**config.mk**
```make
export PLATFORM = sky130hd
export DESIGN_NAME = bkpt_match_unit
export DESIGN_NICKNAME = d
export VERILOG_FILES = /design/src/rtl/bkpt_pkg.sv /design/src/rtl/bkpt_comparator.sv /design/src/rtl/bkpt_step_ctl.sv /design/src/rtl/bkpt_match_unit.sv
export SDC_FILE = /design/constraint.sdc
export NUM_CORES = 1
export LEC_CHECK = 0
export ABC_CLOCK_PERIOD_IN_PS = 14000
export BUFFER_PORTS_ARGS = -buffer_cell sky130_fd_sc_hd__buf_2
export CORE_AREA = 2 2 214 216
export CTS_BUF_LIST = sky130_fd_sc_hd__clkbuf_4
export CTS_CLUSTER_DIAMETER = 120
export DETAILED_ROUTE_END_ITERATION = 7
export DIE_AREA = 0 0 216 218
export PLACE_DENSITY = 0.79
export SLEW_MARGIN = 20
export SYNTH_ARGS = -nofsm -noshare
export SYNTH_HDL_FRONTEND = slang
export SYNTH_SLANG_ARGS = --single-unit
```
**constraint.sdc**
```tcl
create_clock -name clk -period 14 [get_ports clk]
set_clock_uncertainty 0.15 [all_clocks]
set_input_delay 2.1 -clock clk [delete_from_list [all_inputs] [get_ports clk]]
set_output_delay 2.1 -clock clk [all_outputs]
set_load 0.01 [all_outputs]
```
**src/rtl/bkpt_pkg.sv**
```systemverilog
package bkpt_pkg;
  localparam int REG_W = 32;
  localparam int NBP   = 4;
  localparam int SEL_W = 3;
  localparam int GRP_W = 4;
  localparam int GRP_BASE = 16;

  localparam logic [SEL_W-1:0] SEL_CTRL = 3'd4;
  localparam logic [SEL_W-1:0] SEL_STAT = 3'd5;

  localparam logic [REG_W-1:0] CTRL_KEEP = 32'hFFFF_23FF;
  localparam logic [REG_W-1:0] CTRL_ONES = 32'h0000_0400;
  localparam logic [REG_W-1:0] STAT_KEEP = 32'h0000_E00F;
  localparam logic [REG_W-1:0] STAT_ONES = 32'hFFFF_0FF0;
  localparam int STAT_STEP_BIT = 14;

  typedef enum logic [1:0] {
    ACC_FETCH = 2'b00,
    ACC_WRITE = 2'b01,
    ACC_READ  = 2'b10,
    ACC_NONE  = 2'b11
  } acc_kind_e;
endpackage

```
**src/rtl/bkpt_comparator.sv**
```systemverilog
module bkpt_comparator #(
  parameter int AW = 32
) (
  input  logic          valid,
  input  logic          armed,
  input  logic [1:0]    len_code,
  input  logic [1:0]    type_code,
  input  logic [AW-1:0] bp_addr,
  input  logic [AW-1:0] acc_addr,
  input  logic [1:0]    acc_size,
  input  logic [1:0]    acc_kind,
  input  logic          rf,
  output logic          hit
);
  import bkpt_pkg::*;
  localparam int XW = AW + 1;

  logic [XW-1:0] bp_bytes, acc_bytes, bp_lo, bp_hi, acc_lo, acc_hi;
  logic          len_ok, type_ok, overlap;

  always_comb begin
    len_ok = 1'b1;
    case (len_code)
      2'b00:   bp_bytes = XW'(1);
      2'b01:   bp_bytes = XW'(2);
      2'b11:   bp_bytes = XW'(4);
      default: begin bp_bytes = XW'(1); len_ok = 1'b0; end
    endcase
    case (acc_size)
      2'b00:   acc_bytes = XW'(1);
      2'b01:   acc_bytes = XW'(2);
      default: acc_bytes = XW'(4);
    endcase
    bp_lo  = {1'b0, bp_addr} & ~(bp_bytes - XW'(1));
    bp_hi  = bp_lo + bp_bytes - XW'(1);
    acc_lo = {1'b0, acc_addr};
    acc_hi = acc_lo + acc_bytes - XW'(1);
    overlap = (acc_lo <= bp_hi) && (bp_lo <= acc_hi);
    case (type_code)
      2'b00:   type_ok = (acc_kind == ACC_FETCH) && !rf;
      2'b01:   type_ok = (acc_kind == ACC_WRITE);
      2'b11:   type_ok = (acc_kind == ACC_WRITE) || (acc_kind == ACC_READ);
      default: type_ok = 1'b0;
    endcase
    hit = valid && armed && len_ok && type_ok && overlap;
  end
endmodule

```
**src/rtl/bkpt_step_ctl.sv**
```systemverilog
module bkpt_step_ctl (
  input  logic clk,
  input  logic rst,
  input  logic insn_end,
  input  logic tf,
  input  logic rf,
  output logic step_fire,
  output logic resume_clr
);
  logic armed_q;

  always_ff @(posedge clk) begin
    if (rst) begin
      armed_q    <= 1'b0;
      resume_clr <= 1'b0;
    end else begin
      resume_clr <= insn_end && rf;
      if (insn_end) armed_q <= tf;
    end
  end

  assign step_fire = insn_end && tf && armed_q;
endmodule

```
**src/rtl/bkpt_match_unit.sv**
```systemverilog
module bkpt_match_unit (
  input  logic        clk,
  input  logic        rst,
  input  logic        reg_wr,
  input  logic [2:0]  reg_sel,
  input  logic [31:0] reg_wdata,
  output logic [31:0] reg_rdata,
  input  logic        acc_valid,
  input  logic [31:0] acc_addr,
  input  logic [1:0]  acc_size,
  input  logic [1:0]  acc_kind,
  input  logic        tf,
  input  logic        rf,
  input  logic        insn_end,
  output logic        dbg_req,
  output logic        resume_clr
);
  import bkpt_pkg::*;

  logic [REG_W-1:0] bp_addr [NBP];
  logic [REG_W-1:0] ctrl_q, stat_q, stat_nx;
  logic [NBP-1:0]   hits;
  logic             step_fire;

  // breakpoint comparators, one per address register
  for (genvar i = 0; i < NBP; i++) begin : g_cmp
    bkpt_comparator #(.AW(REG_W)) u_cmp (
      .valid    (acc_valid),
      .armed    (ctrl_q[2*i] | ctrl_q[2*i+1]),
      .len_code (ctrl_q[GRP_BASE + GRP_W*i + 2 +: 2]),
      .type_code(ctrl_q[GRP_BASE + GRP_W*i +: 2]),
      .bp_addr  (bp_addr[i]),
      .acc_addr (acc_addr),
      .acc_size (acc_size),
      .acc_kind (acc_kind),
      .rf       (rf),
      .hit      (hits[i])
    );
  end

  bkpt_step_ctl u_step (
    .clk       (clk),
    .rst       (rst),
    .insn_end  (insn_end),
    .tf        (tf),
    .rf        (rf),
    .step_fire (step_fire),
    .resume_clr(resume_clr)
  );

  // software write first, hardware causes OR in on top
  always_comb begin
    stat_nx = (reg_wr && reg_sel == SEL_STAT) ? reg_wdata : stat_q;
    stat_nx[NBP-1:0] = stat_nx[NBP-1:0] | hits;
    stat_nx[STAT_STEP_BIT] = stat_nx[STAT_STEP_BIT] | step_fire;
  end

  always_ff @(posedge clk) begin
    if (rst) begin
      for (int i = 0; i < NBP; i++) bp_addr[i] <= '0;
    end else if (reg_wr && !reg_sel[2]) begin
      bp_addr[reg_sel[1:0]] <= reg_wdata;
    end
  end

  always_ff @(posedge clk) begin
    if (rst) begin
      ctrl_q    <= '0;
      stat_q    <= '0;
      dbg_req   <= 1'b0;
      reg_rdata <= '0;
    end else begin
      if (reg_wr && reg_sel == SEL_CTRL) ctrl_q <= reg_wdata;
      stat_q  <= stat_nx;
      dbg_req <= (|hits) || step_fire;
      case (reg_sel)
        3'd0, 3'd1, 3'd2, 3'd3: reg_rdata <= bp_addr[reg_sel[1:0]];
        SEL_CTRL: reg_rdata <= (ctrl_q & CTRL_KEEP) | CTRL_ONES;
        SEL_STAT: reg_rdata <= (stat_q & STAT_KEEP) | STAT_ONES;
        default:  reg_rdata <= '0;
      endcase
    end
  end
endmodule

```
==> Word-level counts from Yosys, hierarchy flattened <==
Memories as Yosys holds them, arrays and structs flattened.
Index checks and enable logic that the tools add are counted.
{ "totals": {"ff_bits": 83, "ram_bits": 128, "inputBits": 78, "output_inout_bits": 34, "word_cells": 140, "n_memories": 1} }
{ "classes": {"n_addsub": 14, "order_cmp": 8, "n_eq_ne": 24, "muxes": 23, "n_bitwise": 14, "reduce_logical": 49} }
{ "mem_list": {"columns": ["memory", "words", "word_bits", "read_ports", "rd_ports_with_merged_regs", "write_ports", "line_no", "rtl"], "rows": [
  ["bp_addr", 4, 32, 5, 0, 4, "bkpt_match_unit.sv:20", "logic [REG_W-1:0] bp_addr [NBP];"]
]} }
{ "ops": {"columns": ["op", "count"], "rows": [
  ["33-bit by 1-bit subtractor with 33-bit output, second input constant", 5],
  ["33-bit by 3-bit adder with 33-bit output", 4],
  ["32-bit by 33-bit bitwise AND with 33-bit output", 4],
  ["32-bit by 33-bit <= comparator with 1-bit output", 4],
  ["33-bit <= comparator", 4],
  ["33-bit NOT", 4],
  ["32-bit case mux with 3 select lines", 1],
  ["32-bit by 3-bit adder with 33-bit output", 1],
  ["32-bit 2-to-1 mux", 1],
  ["32-bit OR reduction", 1],
  ["3-bit case mux with 2 select lines", 5],
  ["1-bit logical AND", 27],
  ["2-bit by 1-bit == test with 1-bit output, second input constant", 10],
  ["2-bit zero test", 10],
  ["2-bit == test, second input constant", 9],
  ["3-bit by 1-bit subtractor with 4-bit output, second input constant", 4],
  ["15-bit 2-to-1 mux", 1],
  ["1-bit case mux with 3 select lines", 4],
  ["3-bit OR reduction", 4],
  ["1-bit 2-to-1 mux", 10],
  ["4-bit OR reduction", 2],
  ["3-bit by 2-bit == test with 1-bit output, second input constant", 2],
  ["3-bit == test, second input constant", 2],
  ["1-bit OR", 5],
  ["6 further kinds", 8]
]} }

==> Logic depth before layout (Yosys ltp) <==
{ "depth": {"ltp_word": 12, "depth_mapped": 29, "ltp_nobuf": 29} }

==> Hierarchy <==
From an unflattened synthesis, not the netlist that was laid out.
{ "hier_totals": {"hier_cells": 3481, "hier_area_um2": 28029.4} }
{ "by_module_without_submodules": {"columns": ["module", "n_inst", "cells_each", "area_per_inst_um2", "seq_area_each_um2"], "rows": [
  ["bkpt_comparator at g_cmp[0].u_cmp ...", 3, 705, 4982.3, 0.0],
  ["bkpt_match_unit", 1, 655, 8069.0, 5185.0],
  ["bkpt_comparator at g_cmp[1].u_cmp", 1, 704, 4944.7, 0.0],
  ["bkpt_step_ctl", 1, 7, 68.8, 40.0]
]} }

==> Worst setup path before layout <==
No wires, ideal clock.
{ "synth_path": {"kind": "in2reg", "from": "in acc_size[1]", "to": "reg dbg_req", "setup_time_ns": 0.077, "arrival_ns": 7.274, "required_time_ns": 13.773, "path_slack_ns": 6.500, "path_stages": 26, "path_buffers": 0, "cell_sequence": "or2_2 -> ha_1 -> inv_1 -> ha_1 -> inv_1 -> fa_1 -> nor2b_1 -> o21a_1 -> o21ai_1 -> a21oi_1 -> o211ai_1 -> a31oi_1 -> o2111ai_2 -> a2111oi_2 -> o31ai_4 -> mux2i_1 -> a2111oi_1 -> ha_1 -> nor2b_1 -> o21ai_0 -> o311ai_0 -> o31ai_1 -> o221ai_1 -> or3_1 -> o21a_1 -> a41oi_2"} }
{ "synth_via": {"elab_chain_cells": 9, "elab_cells_between_ends": 19, "cone_classes": "add/sub (2); order compare (4); eq/ne (1); mux (1); reduce/logical (11)"} }
{ "synth_rtl": {"columns": ["item", "line_no", "rtl"], "rows": [
  ["start, declared", "bkpt_match_unit.sv:10", "input logic [1:0] acc_size,"],
  ["2-bit by 1-bit == test with 1-bit output or 2-bit zero test (tied branches)", "bkpt_comparator.sv:29", "case (acc_size)"],
  ["3-bit case mux with 2 select lines *", "bkpt_comparator.sv:29", null],
  ["32-bit by 3-bit adder with 33-bit output *", "bkpt_comparator.sv:37", "acc_hi = acc_lo + acc_bytes - XW'(1);"],
  ["33-bit by 1-bit subtractor with 33-bit output *", "bkpt_comparator.sv:37", null],
  ["33-bit <= comparator", "bkpt_comparator.sv:38", "overlap = (acc_lo <= bp_hi) && (bp_lo <= acc_hi);"],
  ["1-bit logical AND", "bkpt_comparator.sv:38", null],
  ["1-bit logical AND", "bkpt_comparator.sv:45", "hit = valid && armed && len_ok && type_ok && overlap;"],
  ["4-bit OR reduction *", "bkpt_match_unit.sv:75", "dbg_req <= (|hits) || step_fire;"],
  ["1-bit logical OR *", "bkpt_match_unit.sv:75", null],
  ["end signal, assigned", "bkpt_match_unit.sv:75", null],
  ["end, declared", "bkpt_match_unit.sv:15", "output logic dbg_req,"]
]} }
Mark *: on every way between the ends. The rest lies on a longest branch, timed or not.
A chain may end at the register's enable or synchronous reset.

==> Worst setup path after layout <==
Same ends and word-level chain as after synthesis.

==> key figures <==
Layout
  – Fin area: 23,360 µm²
  – Proportion of layout cells with a drive suffix above 1: 8.458%
  – Synth-to-layout area growth: 5.637%
  – Util after Layout: 52.03%
  – Final net count: 3,158

Clock tree
  – Sink Count: 197
  – # hold bufs at CTS: 0
  – Clock Path Buffers: 2
  – TritonCTS Buffers: 17
  – Post-cts gate resize count: 0
  – TritonCTS clock tree: built
  – Root buffer cell: clkbuf_4
  – Clk Latency, worst-skew pair: 640 ps
  – CTS clk-pin slew, worst paths: 170 ps
  – Post-CTS setup buffers: 0
  – Max H-tree Level: 4

Drt
  – Drt first pass iters: 6
  – Vias per cell: 6.283
  – Via count: roughly 20k
  – Final wirelength: 79,430 µm
  – Average routed wire per standard cell: 24.26 µm
  – Antenna-violating nets left: 0
  – Detailed Route Iter0 Violations: 2,244
  – Residual DRC: 0

Timing
  – Fmax: 128.3 MHz
  – Slew Limit Fails: 0
  – Actual slew at the worst max-slew pin: 1177 ps
  – Fin crit share: between 50 and 60%
  – Max transition margin: approximately a fifth
  – Clock period minus worst slack: 7793 ps
  – Final setup fails: 0
  – RSZ-0062 raised after global routing: no
  – Setup TNS: 0 ps
  – Final hold violation count: 0

Synth
  – Syn Inst Count: between 2k and 3k
  – Yosys cell types: 73
  – Share of the synthesized area in the top cell type: 23.54%
  – Syn nets: 3,136
  – Flip-flop and latch count after synthesis: 197
  – Synthesized area per cell: ~8.4 µm²
  – Synth area leader: ha_1
  – Most used DFF post-synth: edfxtp_1
  – Post-synth ARST share: 0%
  – Post-synth EDFFs: around 130
  – Yosys Warn Count: 0
  – Synth Cell Area: 22,110 µm²
  – Top post-synthesis cells by area: ha_1 24%, edfxtp_1 17%, dfxtp_1 6.2%
  – Seq/Total Area, Yosys: 23.63%

Global route
  – Remaining Overflow, GRT: 0
  – Largest net degree at the start of global routing: 75
  – Vias in the first global route: 19.46k
  – First-pass GRT wire length: 117,900 µm
  – Initial antenna violation count: 2
  – All-Layer GR Usage: 33.35%

Pwr
  – Max VDD drop: approximately 0.00010 V
  – Power density cells: between 90 and 100 nW/µm²
  – Clk pwr share: 13.8%
  – Part of the power in registers: 32.6%
  – Comb power frac: between 50 and 60%
  – P_sw: 981.5 µW
  – Cell Int Power: about 1.2 mW
  – Total power: 2.186 mW
  – Pleak: 11.24 nW
  – Sw Ratio: 44.89%

Placement
  – GP Congestion: ~1.1
  – Post-DP Area: 23,080 µm²
  – Port Buf Inserts: 111
  – DP HPWL: 64,830 µm

Floorplan
  – Core ar.: 44,890 µm²
  – Die area: 47,090 µm²
  – Die X: about 220 µm
  – Rows: 78
  – Initial core utilization: 49.25%
  – I/O pins: 112
  – Die height: 218 µm

Setup path
  – Worst Setup End Kind: register
  – Crit-path max FO: 4
  – Crit path arrival time: 8220 ps
  – WP data required: 14,430 ps
  – Startpoint types: input port
  – Critical path class: input port to register

Run status
  – Status: complete, no violations

Flow run
  – Max_cap viols: 0

Min path
  – Worst Hold Class: register to register
stage by stage:
| stage | setup WS (ps) | instances | hold WS [ps] |
|---|---|---|---|
| finish | 6207 | 3274 | 317.1 |
| global route | 5878 | 3273 | 345.2 |
| CTS | 6238 | 3272 | 317.2 |
| global placement | 5742 | 3240 | 290.8 |
| floorplan | 6500 | 2637 | 282.9 |
| detailed placement | 5601 | 3240 | 296.4 |
sequential cells by signal, summed over array words and instances (netlist names):
signal / cells
bp_addr: 128
ctrl_q: 27
stat_q: 7
reg_rdata: 32
dbg_req: 1
u_step.resume_clr: 1
u_step.armed_q: 1
cell type report:
cell class	count	area, µm²
Fill cell	4275	21540
Multi-Input combinational cell	2070	15510
Sequential cell	197	5225
Inverter	248	930.9
Tap cell	600	750.7
Timing Repair Buffer	125	663.1
Clock inverter	15	142.6
Clock buffer	17	127.6
Antenna cell	2	5.005
final timing paths:
path / slack (ps) / from / cells after the start / to
min: 320 / ctrl_q[13] / 2 / ctrl_q[13]
max reg2reg: 6400 / ctrl_q[22] / 25 / dbg_req
min reg2reg: 320 / ctrl_q[13] / 2 / ctrl_q[13]
max: 6210 / acc_size[1] / 28 / dbg_req
power groups by stage:
| stage | sequential, mW | clock (mW) | combinational, mW |
|---|---|---|---|
| 3_5_place_dp | 0.722 | 0 | 1.14 |
| 3_3_place_gp | 0.721 | 0 | 1.11 |
| 5_1_grt | 0.714 | 0.323 | 1.29 |
| 6_report | 0.713 | 0.302 | 1.17 |
| 2_1_floorplan | 0.692 | 0 | 0.810 |
| 4_1_cts | 0.709 | 0.300 | 1.15 |
critical path: stages:
cell	delay (ps)
buf_2	100
or2_2	290
ha_1	180
inv_1	50
ha_1	150
inv_1	50
fa_1	400
nor2b_1	150
o21a_1	150
o21ai_1	110
a21oi_1	240
o211ai_1	140
a31oi_1	370
o2111ai_2	210
a2111oi_2	560
o31ai_4	200
mux2i_1	150
a2111oi_1	390
buf_4	220
ha_1	240
nor2b_1	130
o21ai_0	130
o311ai_0	170
o31ai_1	430
o221ai_1	160
or3_1	360
o21a_1	190
a41oi_2	180
cells in the mapped netlist (19+ instances only):
cell type and n:
nand2_1 224, nor4_1 19, mux4_2 32, dfxtp_1 69, clkbuf_1 110, inv_1 247, nand4_1 62, o21bai_1 24
a21o_1 147, nor2b_1 39, and3_1 19, o211ai_1 21, nand2b_1 46, o21ai_0 79, o31a_1 24, xnor2_1 62
nand3_1 45, ha_1 416, a21oi_1 221, a211oi_1 20, xor2_1 73, o21a_1 26, nor2_1 247, edfxtp_1 128
nor3_1 33
logic make-up (layout without fill, tap and decap cells):
| family | count (synthesis) | count (layout) | synth area share (%) |
|---|---|---|---|
| AO/OA/AOI/OAI | 688 | 688 | 20.52 |
| XOR/XNOR | 135 | 135 | 5.348 |
| adder cells (fa/ha/maj) | 421 | 421 | 23.99 |
| buffers and inverters | 370 | 405 | 6.281 |
| flip-flops | 197 | 197 | 23.63 |
| multiplexers | 41 | 41 | 3.695 |
| other | 0 | 2 | 0 |
| AND/OR/NAND/NOR | 785 | 785 | 16.53 |
per-layer routing:
metal | routed length, µm | GRT usage (%)
met1 | 33720 | 47.35
met2 | 34640 | 52.78
met3 | 7963 | 3.291
met4 | 3105 | 11.96
met5 | 0 | 0
cell usage in the layout, fill, tap and decap left out, types with 21 or more instances in the layout:
cell        n
nand4_1    62
nor2_1    246
nand2_1   223
buf_2     110
o211ai_1   21
mux4_2     32
o31a_1     24
dfxtp_1    69
a21o_1    147
o21ai_0    79
nor3_1     33
xnor2_1    62
nand2b_1   46
inv_1     247
o21bai_1   24
nor2b_1    39
edfxtp_1  128
nand3_1    44
ha_1      416
a21oi_1   221
xor2_1     73
o21a_1     26
(Power assumes the default switching activity.)
